## config.mk

```make
export PLATFORM = sky130hd
export DESIGN_NAME = fault_recur_latch
export DESIGN_NICKNAME = d
export VERILOG_FILES = /design/src/rtl/frl_pkg.sv /design/src/rtl/frl_trip_counter.sv /design/src/rtl/frl_recov_qual.sv /design/src/rtl/frl_latch_ctrl.sv /design/src/rtl/fault_recur_latch.sv
export SDC_FILE = /design/constraint.sdc
export NUM_CORES = 1
export LEC_CHECK = 0
export BUFFER_PORTS_ARGS = -buffer_cell sky130_fd_sc_hd__buf_2
export CAP_MARGIN = 20
export CORE_MARGIN = 2
export CORE_UTILIZATION = 40
export CTS_CLUSTER_SIZE = 24
export DETAILED_ROUTE_END_ITERATION = 16
export PLACE_DENSITY = 0.7
export SYNTH_ARGS = -nofsm -noshare
export SYNTH_HDL_FRONTEND = slang
export SYNTH_SLANG_ARGS = --single-unit
```

## constraint.sdc

```tcl
create_clock -name clk -period 3.3 [get_ports clk]
set_clock_uncertainty 0.05 [all_clocks]
set_input_delay 0.495 -clock clk [delete_from_list [all_inputs] [get_ports clk]]
set_output_delay 0.495 -clock clk [all_outputs]
set_load 0.01 [all_outputs]
```

## src/rtl/frl_pkg.sv

```systemverilog
package frl_pkg;

  typedef struct packed {
    logic auto_off;
    logic curr_recov;
    logic series;
    logic chg_on;
  } frl_cfg_t;

  typedef enum logic [1:0] {
    CLR_NONE = 2'd0,
    CLR_HOST = 2'd1,
    CLR_LOAD = 2'd2,
    CLR_CURR = 2'd3
  } frl_clr_e;

endpackage

```

## src/rtl/frl_trip_counter.sv

```systemverilog
module frl_trip_counter #(
  parameter int CNT_W = 4,
  parameter int DLY_W = 16
) (
  input  logic             clk,
  input  logic             rst,
  input  logic             clr,
  input  logic             inc,
  input  logic             leak_en,
  input  logic             tick,
  input  logic [DLY_W-1:0] dec_delay,
  output logic [CNT_W-1:0] cnt
);

  localparam logic [CNT_W-1:0] CNT_MAX = '1;

  logic [DLY_W-1:0] tmr;
  logic [DLY_W:0]   tmr_nxt;
  logic [DLY_W:0]   tmr_lim;

  assign tmr_nxt = {1'b0, tmr} + 1'b1;
  assign tmr_lim = (dec_delay == '0) ? (DLY_W+1)'(1) : {1'b0, dec_delay};

  always_ff @(posedge clk) begin
    if (rst || clr) begin
      cnt <= '0;
      tmr <= '0;
    end else if (inc) begin
      if (cnt != CNT_MAX) cnt <= cnt + 1'b1;
      tmr <= '0;
    end else if (leak_en && (cnt != '0)) begin
      if (tick) begin
        if (tmr_nxt >= tmr_lim) begin
          cnt <= cnt - 1'b1;
          tmr <= '0;
        end else begin
          tmr <= tmr_nxt[DLY_W-1:0];
        end
      end
    end else begin
      tmr <= '0;
    end
  end

  assert_count_step_R2: assert property (@(posedge clk) disable iff (rst)
    (!clr && inc && cnt != CNT_MAX) |=> (cnt == $past(cnt) + 1'b1));

  assert_no_overflow_R5: assert property (@(posedge clk) disable iff (rst)
    (!clr && inc && cnt == CNT_MAX) |=> (cnt == CNT_MAX));

  assert_no_underflow_R5: assert property (@(posedge clk) disable iff (rst)
    (cnt == '0 && !inc) |=> (cnt == '0));

  assert_leak_hold_R3: assert property (@(posedge clk) disable iff (rst)
    (!leak_en && !inc && !clr) |=> $stable(cnt));

endmodule

```

## src/rtl/frl_recov_qual.sv

```systemverilog
module frl_recov_qual #(
  parameter int CUR_W = 16,
  parameter int DLY_W = 16
) (
  input  logic                    clk,
  input  logic                    rst,
  input  logic                    gate,
  input  logic                    tick,
  input  logic signed [CUR_W-1:0] sample,
  input  logic signed [CUR_W-1:0] thresh,
  input  logic        [DLY_W-1:0] recov_time,
  output logic                    ok
);

  logic             above;
  logic [DLY_W-1:0] tmr;
  logic [DLY_W:0]   tmr_nxt;
  logic [DLY_W:0]   tmr_lim;

  assign above   = (sample >= thresh);
  assign tmr_nxt = {1'b0, tmr} + 1'b1;
  assign tmr_lim = (recov_time == '0) ? (DLY_W+1)'(1) : {1'b0, recov_time};

  always_ff @(posedge clk) begin
    if (rst || !gate || !above) begin
      tmr <= '0;
      ok  <= 1'b0;
    end else if (tick && !ok) begin
      if (tmr_nxt >= tmr_lim) ok <= 1'b1;
      else                    tmr <= tmr_nxt[DLY_W-1:0];
    end
  end

  assert_gate_blocks_R10: assert property (@(posedge clk) disable iff (rst)
    (!gate || !above) |=> !ok);

  assert_needs_tick_R10: assert property (@(posedge clk) disable iff (rst)
    $rose(ok) |-> $past(tick));

endmodule

```

## src/rtl/frl_latch_ctrl.sv

```systemverilog
module frl_latch_ctrl
  import frl_pkg::*;
#(
  parameter int CNT_W = 4,
  parameter int NCH   = 3
) (
  input  logic             clk,
  input  logic             rst,
  input  logic [CNT_W-1:0] cnt,
  input  logic [CNT_W-1:0] limit,
  input  logic [NCH-1:0]   chan_status,
  input  frl_cfg_t         cfg,
  input  logic             load_removed,
  input  logic             host_recover,
  input  logic             curr_ok,
  output logic             clr,
  output logic             latched_q,
  output logic             alert_q,
  output logic             dsg_q
);

  frl_clr_e clr_src;
  logic     set_c;
  logic     latched_d;
  logic     chan_any;

  assign set_c    = (cnt != '0) && (cnt >= limit);
  assign chan_any = |chan_status;

  always_comb begin
    clr_src = CLR_NONE;
    if (latched_q) begin
      if (host_recover)      clr_src = CLR_HOST;
      else if (load_removed) clr_src = CLR_LOAD;
      else if (curr_ok)      clr_src = CLR_CURR;
    end
  end

  assign clr       = (clr_src != CLR_NONE);
  assign latched_d = clr ? 1'b0 : (latched_q | set_c);

  always_ff @(posedge clk) begin
    if (rst) begin
      latched_q <= 1'b0;
      alert_q   <= 1'b0;
      dsg_q     <= 1'b0;
    end else begin
      latched_q <= latched_d;
      alert_q   <= !clr && (cnt != '0) && !latched_d;
      dsg_q     <= (latched_d && cfg.auto_off) || (dsg_q && chan_any);
    end
  end

  assert_alert_excl_R6: assert property (@(posedge clk) disable iff (rst)
    alert_q |-> !latched_q);

  assert_clear_R9: assert property (@(posedge clk) disable iff (rst)
    (latched_q && (load_removed || host_recover)) |=> !latched_q);

  assert_req_source_R8: assert property (@(posedge clk) disable iff (rst)
    $rose(dsg_q) |-> latched_q);

  assert_req_hold_R11: assert property (@(posedge clk) disable iff (rst)
    (dsg_q && chan_any) |=> dsg_q);

endmodule

```

## src/rtl/fault_recur_latch.sv

```systemverilog
module fault_recur_latch
  import frl_pkg::*;
#(
  parameter int CNT_W = 4,
  parameter int DLY_W = 16,
  parameter int CUR_W = 16,
  parameter int NCH   = 3
) (
  input  logic                    clk,
  input  logic                    rst,
  input  logic                    trip_pulse,
  input  logic [NCH-1:0]          chan_status,
  input  logic                    tick,
  input  logic [CNT_W-1:0]        latch_limit,
  input  logic [DLY_W-1:0]        dec_delay,
  input  logic signed [CUR_W-1:0] cur_sample,
  input  logic signed [CUR_W-1:0] recov_thresh,
  input  logic [DLY_W-1:0]        recov_time,
  input  logic                    cfg_auto_off,
  input  logic                    cfg_curr_recov,
  input  logic                    cfg_series,
  input  logic                    chg_on,
  input  logic                    load_removed,
  input  logic                    host_recover,
  output logic                    alert,
  output logic                    latched,
  output logic                    dsg_off_req
);

  frl_cfg_t         cfg;
  logic [CNT_W-1:0] cnt;
  logic             clr;
  logic             latched_q;
  logic             curr_ok;
  logic             leak_en;
  logic             recov_gate;

  assign cfg.auto_off   = cfg_auto_off;
  assign cfg.curr_recov = cfg_curr_recov;
  assign cfg.series     = cfg_series;
  assign cfg.chg_on     = chg_on;

  assign leak_en    = (chan_status == '0) && !latched_q;
  assign recov_gate = latched_q && cfg.curr_recov && cfg.series && cfg.chg_on;

  frl_trip_counter #(.CNT_W(CNT_W), .DLY_W(DLY_W)) u_cnt (
    .clk       (clk),
    .rst       (rst),
    .clr       (clr),
    .inc       (trip_pulse),
    .leak_en   (leak_en),
    .tick      (tick),
    .dec_delay (dec_delay),
    .cnt       (cnt)
  );

  frl_recov_qual #(.CUR_W(CUR_W), .DLY_W(DLY_W)) u_qual (
    .clk        (clk),
    .rst        (rst),
    .gate       (recov_gate),
    .tick       (tick),
    .sample     (cur_sample),
    .thresh     (recov_thresh),
    .recov_time (recov_time),
    .ok         (curr_ok)
  );

  frl_latch_ctrl #(.CNT_W(CNT_W), .NCH(NCH)) u_latch (
    .clk          (clk),
    .rst          (rst),
    .cnt          (cnt),
    .limit        (latch_limit),
    .chan_status  (chan_status),
    .cfg          (cfg),
    .load_removed (load_removed),
    .host_recover (host_recover),
    .curr_ok      (curr_ok),
    .clr          (clr),
    .latched_q    (latched_q),
    .alert_q      (alert),
    .dsg_q        (dsg_off_req)
  );

  assign latched = latched_q;

endmodule

```

# ---- After elaboration in Yosys (flattened, before gate mapping)
# Index checks and enable logic that the tools add are counted.
dict set report word_totals {
  regBits 40
  input_bits 81
  out_inout_bits 3
}
dict set report classes {
  add_sub_neg 4
  order_cmp 4
  n_eq_ne 2
  n_mux 13
  n_bitwise 3
  n_reduce_logical 34
}
# op n
set ops {}
lappend ops {{$mux W16} 3}
lappend ops {{$add A16 B1 Y17 const B} 2}
lappend ops {{$ge A17 B17 Y1} 2}
lappend ops {{$logic_not A16 Y1} 2}
lappend ops {{$mux W4} 5}
lappend ops {{$ge A16 B16 Y1} 1}
lappend ops {{$logic_and A1 B1 Y1} 11}
lappend ops {{$mux W2} 4}
lappend ops {{$reduce_bool A2 Y1} 4}
lappend ops {{$logic_not A1 Y1} 6}
lappend ops {{$reduce_or A3 Y1} 2}
lappend ops {{$add A4 B1 Y4 const B} 1}
lappend ops {{$ge A4 B4 Y1} 1}
lappend ops {{$logic_or A1 B1 Y1} 4}
lappend ops {{$ne A4 B4 Y1 const B} 1}
lappend ops {{$reduce_and A2 Y1} 2}
lappend ops {{$reduce_and A4 Y1} 1}
lappend ops {{$reduce_bool A4 Y1} 1}
lappend ops {{$sub A4 B1 Y4 const B} 1}
lappend ops {{$logic_not A3 Y1} 1}
lappend ops {{$ne A2 B1 Y1 const B} 1}
lappend ops {{$not A1 Y1} 2}
lappend ops {{$mux W1} 1}
lappend ops {{$or A1 B1 Y1} 1}

# ---- Longest topological paths before layout
# Gate-level depths: netlist of run 1.
dict set report logic_depth {
  ltp_word 8
  depth_mapped 14
  ltp_nobuf 12
}

# ---- By module
# Synthesis of run 1 repeated with hierarchy kept, for this count alone.
dict set report unflattened {
  hier_cells 498
  area_unflattened_um2 4061.4
}
# mod instances cells_per_inst area_per_inst_um2 seq_area_each_um2
set modules_own_cells {}
lappend modules_own_cells {frl_recov_qual 1 249 1978.1 340.3}
lappend modules_own_cells {frl_trip_counter 1 219 1819.2 400.4}
lappend modules_own_cells {frl_latch_ctrl 1 28 242.7 60.1}
lappend modules_own_cells {fault_recur_latch 1 2 21.3 0.0}

# ---- Least setup slack after synthesis of run 1
# Ideal clock, no wire load.
dict set report synth_timing {
  kind {reg-to-reg}
  startpoint {register u_qual.tmr[0]}
  endpoint {register u_qual.tmr[13]}
  setup_ns 0.076
  arrival_ns 3.062
  slack_ns 0.112
  path_stages_with_launch 14
  n_path_buf 1
  period_less_slack_ns 3.188
  cell_sequence {dfxtp_1 > ha_1 > nand3_2 > or3_1 > buf_2 > nor2_1 > xor2_1 > ha_1 > a21oi_1 > o21a_1 > nor2_1 > or4_1 > or4_1 > a21oi_1}
}
dict set report synth_via {
  elab_chain_len 4
}
# item line_no
set synth_lines {}
lappend synth_lines {{start: declaration} frl_recov_qual.sv:16} ;# logic [DLY_W-1:0] tmr;
lappend synth_lines {{start signal: assignment} frl_recov_qual.sv:30} ;# else tmr <= tmr_nxt[DLY_W-1:0];
lappend synth_lines {{$add A16 B1 Y17} frl_recov_qual.sv:21} ;# assign tmr_nxt = {1'b0, tmr} + 1'b1;
lappend synth_lines {{net u_qual.tmr_nxt[12]} frl_recov_qual.sv:17} ;# logic [DLY_W:0] tmr_nxt;
lappend synth_lines {{$ge A17 B17 Y1} frl_recov_qual.sv:29} ;# if (tmr_nxt >= tmr_lim) ok <= 1'b1;
lappend synth_lines {{$not A1 Y1 (no line)} n/a}
lappend synth_lines {{$reduce_and A2 Y1 (no line)} n/a}
# The timed path passes the listed nets, and every way through them passes these cells.
# A chain may end at the register's enable or synchronous reset.

# ---- Final worst setup path of run 1
dict set report layout_timing {
  startpoint {register u_qual.tmr[1]}
  endpoint {register u_qual.tmr[15]}
}
# Same word-level chain as after synthesis.

==> impl_metrics.csv, run 1 <==
group,metric,value,unit
outcome,status,"finished, final reports clean",
finish,fin_area,4757,um2
worst_setup_path,end_kind,"register",
floorplanning,pin_count,84,
global_routing,grt_max_degree,36,
worst_setup_path,crit_arrival,3.30,ns
worst_setup_path,crit_path_cell_trace,"ha_4 -> nand3_4 -> or3_4 -> nor2_2 -> xor2_1 -> ha_1 -> a21oi_1 -> o21a_1 -> nor2_1 -> or4_1 -> or4_1 -> a21oi_1",
synth,syn_inst,490,
synth,ys.flop_type,"dfxtp_1",
sta,final-setup-viol-count,0,
route,first_iter_violations,142,
floorplanning,start_util,0.4063,
synth,seq_area_frac_synth,0.2045,
synth,synth.net_count,628,
synth,netlist_area,3916,um2
pwr,pwr-share-clk,0.336,
finish,fill_cells,927,
pwr,comb_power_share,0.232,
floorplanning,die_w,102.9,um
worst_setup_path,crit_buf_inv,0,
global_routing,overflow,0,
pwr,swShare,0.2939,
route,vias_per_cell,5.447,
worst_setup_path,r2r_slack,0.19,ns
route,vias,3900,
sta,final_hold_viol_count,0,
clock_tree,cts-root-buf,"clkbuf_8",
route,wl_per_cell,13.22,um
clock_tree,clock_path_buffers,2,
finish,drive_gt1_frac,0.2384,
route,ant_nets,0,
floorplanning,row_count,36,
sta,whs,0.4059,ns
worst_setup_path,slowest_stage,"or4_1",
clock_tree,clk_pin_slew,0.09,ns
placement,placed_cell_area,4549,um2
synth,ys_types,58,
sta,slew_viol_final,0,
route,wirelength,9467,um
sta,maxSlewHeadroom,0.5500,
worst_hold_path,whs_endpoint,"u_latch.dsg_q$_SDFF_PP0_",
floorplanning,die-area,10600,um2
pwr,power.leakage,2.168,nW
worst_hold_path,min_path_type,"primary input to register",
route,drc,0,
finish,fin_util,0.4935,
route,dr.pass1.iters,4,
worst_setup_path,slowest_delay,0.43,ns
clock_tree,cts_tree,"done",
pwr,p_sw,0.0003654,W
finish,antenna_cells,0,
worst_setup_path,crit_type,"register to register",
worst_setup_path,r2r_end,"u_qual.tmr[15]$_SDFFE_PP0P_",
placement,gp_congestion,0.8646,
worst_setup_path,crit_path_max_fanout,6,
worst_hold_path,hp-start,"cfg_auto_off",
worst_setup_path,worst_ep_required_time,3.48,ns
clock_tree,post_cts_buffers,0,
placement,pre_cts_ws,-0.09247,ns
pwr,p_seq_frac,0.432,
sta,fmax,321.0,MHz
pwr,max-vdd-ir-drop,0.2131,mV
sta,tightest_slew,0.6731,ns
sta,period_needed,3.115,ns
finish,area_growth,21.47,%
clock_tree,cts_buffers,5,
floorplanning,fp.dieH,102.9,um
pwr,power_density,261.4,nW/um2
worst_setup_path,worstSetupStartpointType,"register",
placement,portBuffers,83,
worst_hold_path,whs_path_depth,3,
pwr,p_int,0.0008780,W
worst_setup_path,r2r_cells,12,
flow_run,cap_violations,0,
global_routing,grt_pass1_vias,3552,
finish,fin_nets,720,
synth,synth_edf_count,0,
global_routing,grt_usage,0.1744,
sta,min_period_over_period,0.9439,
clock_tree,cts_sinks,40,
sta,fin_ws,0.1850,ns
placement,dpl.hpwl,7573,um
synth,yosys_warnings,0,
finish,final_cell_mix,"buf_2, inv_1, ha_1, a21oi_1, dfxtp_1",
clock_tree,insertion_delay,0.29,ns
worst_setup_path,critical_path.top_delay_family,"simple AND/OR/NAND/NOR gates",
synth,ys_async_sr_fraction,0,
worst_setup_path,reg2reg_from,"u_qual.tmr[1]$_SDFFE_PP0P_",
pwr,p_total,0.001243,W
global_routing,grt_pass1_wl,15210,um
clock_tree,cts.htree.levels,2,
synth,ys_ff_latch,40,
finish,final_common_cell,"buf_2",
global_routing,antenna_found_initial,0,
floorplanning,core_area,9639,um2
synth,synth.avg_cell_area,7.992,um2
-- tightest hold or removal path: stages --
cell	delay [ns]
buf_2	0.10
nand2_1	0.05
o21ai_0	0.06
-- worst max-delay path by stage --
stage | start | to | slack [ns] | depth (start not counted)
6_report | u_qual.tmr[1]$_SDFFE_PP0P_ | u_qual.tmr[15]$_SDFFE_PP0P_ | 0.19 | 12
5_1_grt | u_qual.tmr[1]$_SDFFE_PP0P_ | u_qual.tmr[13]$_SDFFE_PP0P_ | -0.02 | 12
4_1_cts | u_cnt.tmr[4]$_SDFFE_PP0P_ | u_cnt.tmr[2]$_SDFFE_PP0P_ | 0.06 | 13
3_5_place_dp | u_cnt.tmr[4]$_SDFFE_PP0P_ | u_cnt.tmr[2]$_SDFFE_PP0P_ | -0.09 | 13
3_3_place_gp | u_cnt.tmr[4]$_SDFFE_PP0P_ | u_cnt.tmr[10]$_SDFFE_PP0P_ | 0.08 | 13
2_1_floorplan | u_qual.tmr[0]$_SDFFE_PP0P_ | u_qual.tmr[13]$_SDFFE_PP0P_ | 0.11 | 13
-- kinds of logic (layout without fill, tap and decap cells) --
group	count (synthesis)	in the layout	share of synthesized area
flip-flops	40	40	0.2045
adder cells (fa/ha/maj)	57	57	0.1840
buffers and inverters	74	167	0.08115
AO/OA/AOI/OAI	112	112	0.1847
AND/OR/NAND/NOR	178	178	0.2808
XOR/XNOR	29	29	0.06486
-- Yosys cell counts, types with 2 or more instances --
library cell / count / area, um2
ha_1: 56 / 700.7
o41ai_1: 4 / 35.03
buf_6: 4 / 45.04
nor2b_1: 3 / 18.77
o21a_1: 3 / 22.52
inv_1: 57 / 214.0
a41o_1: 2 / 20.02
a31oi_1: 12 / 75.07
o31ai_1: 14 / 105.1
o211ai_1: 4 / 30.03
clkbuf_1: 7 / 26.28
xnor2_1: 17 / 148.9
or4_1: 14 / 105.1
xor2_1: 12 / 105.1
and3_1: 10 / 62.56
nor3_1: 6 / 30.03
nand3_1: 30 / 150.1
nor4_1: 7 / 43.79
o21ai_0: 9 / 45.04
and4_1: 2 / 17.52
nand4_1: 17 / 106.4
a2111oi_0: 2 / 17.52
nand2b_1: 19 / 118.9
nand3b_1: 8 / 60.06
a21o_1: 7 / 52.55
nand3_2: 2 / 20.02
nor2_1: 16 / 60.06
nand4b_1: 10 / 87.58
dfxtp_1: 40 / 800.8
and2_1: 2 / 12.51
buf_2: 5 / 25.02
nor3b_1: 2 / 15.01
a211oi_1: 3 / 22.52
a21oi_1: 42 / 210.2
or3_1: 4 / 25.02
nand2_1: 16 / 60.06
-- routing by layer --
layer | share of wire | track usage
met1 | 0.48 | 0.2261
met2 | 0.46 | 0.3062
met3 | 0.044 | 0.01831
met4 | 0.0091 | 0.04960
met5 | 0 | 0
-- stage by stage --
| stage | setup TNS (ns) | std cells |
|---|---|---|
| after floorplan | 0 | 490 |
| after CTS | 0 | 716 |
| after global routing | -0.01703 | 716 |
| after detailed placement | -0.5992 | 708 |
| after global placement | 0 | 708 |
| final | 0 | 716 |
-- power groups by stage --
stage / Combinational, W / Sequential (W) / Clock, W
finish: 0.000288 / 0.000538 / 0.000418
global placement: 0.000275 / 0.000549 / 0
detailed placement: 0.000287 / 0.000550 / 0
floorplan: 0.000172 / 0.000549 / 0
global route: 0.000325 / 0.000542 / 0.000440
CTS: 0.000289 / 0.000538 / 0.000429
-- timing repair --
| item | 4_1_cts | 5_1_grt |
|---|---|---|
| hold buffers | 0 | 0 |
| pin swaps | 0 | 2 |
| endpoints found under the setup margin | 17 | 36 |
| resized for setup | 2 | 23 |
-- registers in the layout, summed over array words and instances, names as in the netlist --
| register | count |
|---|---|
| u_cnt.tmr | 16 |
| u_latch.dsg_q | 1 |
| u_qual.tmr | 16 |
| u_cnt.cnt | 4 |
| u_latch.latched_q | 1 |
| u_qual.ok | 1 |
| u_latch.alert_q | 1 |
-- final cells by class --
cell class              count  area, um2  area share
clock buffers               5      68.82     0.01447
clock inverters             3      46.29    0.009732
repair buffers            102      578.1      0.1215
multi-input cells         376       2875      0.6044
flip-flops and latches     40      808.3      0.1699
well taps                 133      166.4     0.03498
inverters                  57      214.0     0.04498
Note: power is estimated with default switching activity, not from simulation.
==> run 2, diff against run 1 <==
Settings changed: RECOVER_POWER set to 50.
==> impl_metrics.csv, run 2 (synthesized netlist as in run 1, its figures left out) <==
group,metric,value,unit
flow_run,cap_violations,0,
finish,antenna_cells,0,
worst_setup_path,cp.depth,12,
finish,final_common_cell,"buf_2",
clock_tree,cts.htree.levels,2,
worst_setup_path,slowest_stage,"or4_1",
clock_tree,clock_path_buffers,2,
route,drc,0,
global_routing,antenna_found_initial,0,
clock_tree,cts_tree,"done",
clock_tree,post_cts_buffers,0,
worst_setup_path,reg2reg_from,"u_qual.tmr[1]$_SDFFE_PP0P_",
global_routing,grt_usage,0.1744,
worst_setup_path,end_kind,"register",
worst_setup_path,critical_path.top_delay_family,"simple AND/OR/NAND/NOR gates",
placement,dp_cells,708,
worst_setup_path,crit_path_cell_trace,"ha_4 -> nand3_4 -> or3_4 -> nor2_2 -> xor2_1 -> ha_1 -> a21oi_1 -> o21a_1 -> nor2_1 -> or4_1 -> or4_1 -> a21oi_1",
worst_setup_path,r2r_slack,0.19,ns
clock_tree,insertion_delay,0.29,ns
sta,period_needed,3.112,ns
worst_hold_path,hp-start,"cfg_auto_off",
global_routing,grt_pass1_wl,15210,um
worst_setup_path,crit_path_max_fanout,6,
floorplanning,die-area,10600,um2
outcome,status,"finished, final reports clean",
placement,portBuffers,83,
global_routing,grt_pass1_vias,3552,
clock_tree,cts_sinks,40,
route,ant_nets,0,
route,dr.pass1.iters,4,
sta,fmax,321.4,MHz
sta,min_period_over_period,0.9430,
floorplanning,die_w,102.9,um
worst_setup_path,crit_arrival,3.29,ns
global_routing,overflow,0,
finish,drive_gt1_frac,0.2333,
finish,area_growth,21.37,%
pwr,max-vdd-ir-drop,0.2125,mV
finish,reg.largest.list,"u_cnt.tmr: 16 flops, u_qual.tmr: 16 flops, u_cnt.cnt: 4 flops",
placement,dpl.hpwl,7573,um
finish,stdcell_count,716,
global_routing,grt_max_degree,36,
worst_setup_path,crit_type,"register to register",
clock_tree,cts_hold_buf,0,
worst_setup_path,worst_ep_required_time,3.48,ns
worst_setup_path,r2r_cells,12,
route,wirelength,9497,um
pwr,power.leakage,2.155,nW
placement,gp_congestion,0.8646,
floorplanning,fp.dieH,102.9,um
floorplanning,pin_count,84,
sta,tightest_slew,0.6998,ns
sta,maxSlewHeadroom,0.5322,
clock_tree,cts-root-buf,"clkbuf_8",
route,vias_per_cell,5.446,
sta,final_hold_viol_count,0,
sta,final.setup.tns,0,ns
route,wl_per_cell,13.26,um
clock_tree,cts_buffers,5,
finish,fin_nets,720,
worst_hold_path,min_path_type,"primary input to register",
worst_hold_path,whs_path_depth,3,
finish,fin_area,4753,um2
pwr,power_density,261.0,nW/um2
worst_setup_path,r2r_end,"u_qual.tmr[13]$_SDFFE_PP0P_",
route,vias,3899,
finish,final_cell_mix,"buf_2, inv_1, ha_1, a21oi_1, dfxtp_1",
sta,final-setup-viol-count,0,
worst_hold_path,whs_endpoint,"u_latch.dsg_q$_SDFF_PP0_",
placement,placed_cell_area,4549,um2
worst_setup_path,crit_buf_inv,0,
worst_setup_path,slowest_delay,0.44,ns
floorplanning,row_count,36,
floorplanning,core_area,9639,um2
worst_setup_path,worstSetupStartpointType,"register",
sta,slew_viol_final,0,
finish,fin_util,0.4931,
floorplanning,start_util,0.4063,
route,first_iter_violations,152,
clock_tree,clk_pin_slew,0.09,ns
[run 2: changes by cell type in the layout (fill, tap and decap cells not counted), sizes merged]
cell,before,now
buf,102,99
clkbuf,5,8
[run 2: what timing repair did]
item,4_1_cts,5_1_grt
pin swaps,0,2
resized for setup,2,23
endpoints found under the setup margin,17,36
[run 2: cell type report]
cell class / instances / area (um2)
fill: 926 / 4886
multi-input combinational: 376 / 2875
sequential: 40 / 808.3
timing repair buffer: 102 / 574.3
inverter: 57 / 214.0
tap: 133 / 166.4
clock buffer: 5 / 68.82
clock inverter: 3 / 46.29
[run 2: power by group]
group,switching (W),total (W),internal [W]
clock,0.000189,0.000417,0.000228
sequential,0.0000299,0.000538,0.000509
combinational,0.000147,0.000285,0.000138
total,0.000366,0.00124,0.000875
[run 2: worst max-delay path by stage]
stage	to	slack [ns]	startpoint
2_1_floorplan	u_qual.tmr[13]$_SDFFE_PP0P_	0.11	u_qual.tmr[0]$_SDFFE_PP0P_
6_report	u_qual.tmr[13]$_SDFFE_PP0P_	0.19	u_qual.tmr[1]$_SDFFE_PP0P_
5_1_grt	u_qual.tmr[13]$_SDFFE_PP0P_	-0.02	u_qual.tmr[1]$_SDFFE_PP0P_
4_1_cts	u_cnt.tmr[2]$_SDFFE_PP0P_	0.06	u_cnt.tmr[4]$_SDFFE_PP0P_
3_5_place_dp	u_cnt.tmr[2]$_SDFFE_PP0P_	-0.09	u_cnt.tmr[4]$_SDFFE_PP0P_
3_3_place_gp	u_cnt.tmr[10]$_SDFFE_PP0P_	0.08	u_cnt.tmr[4]$_SDFFE_PP0P_
[run 2: worst min-delay path: cells and delay by family]
| family | cells | cell delay (ns) |
|---|---|---|
| AND/OR/NAND/NOR | 1 | 0.05 |
| AO/OA/AOI/OAI | 1 | 0.06 |
| buffers and inverters | 1 | 0.10 |
[run 2: metal layers]
layer | routed length, um | track usage
met5 | 0 | 0
met4 | 86 | 0.04960
met3 | 389 | 0.01831
met2 | 4417 | 0.3062
met1 | 4603 | 0.2261
[run 2: stage by stage]
stage | setup WS (ns) | power [W] | hold slack, ns
2_1_floorplan | 0.1120 | 0.0007210 | 0.4018
3_3_place_gp | 0.08431 | 0.0008239 | 0.4188
3_5_place_dp | -0.09247 | 0.0008369 | 0.4263
4_1_cts | 0.05964 | 0.001257 | 0.3796
5_1_grt | -0.01618 | 0.001304 | 0.4018
6_report | 0.1882 | 0.001241 | 0.4055
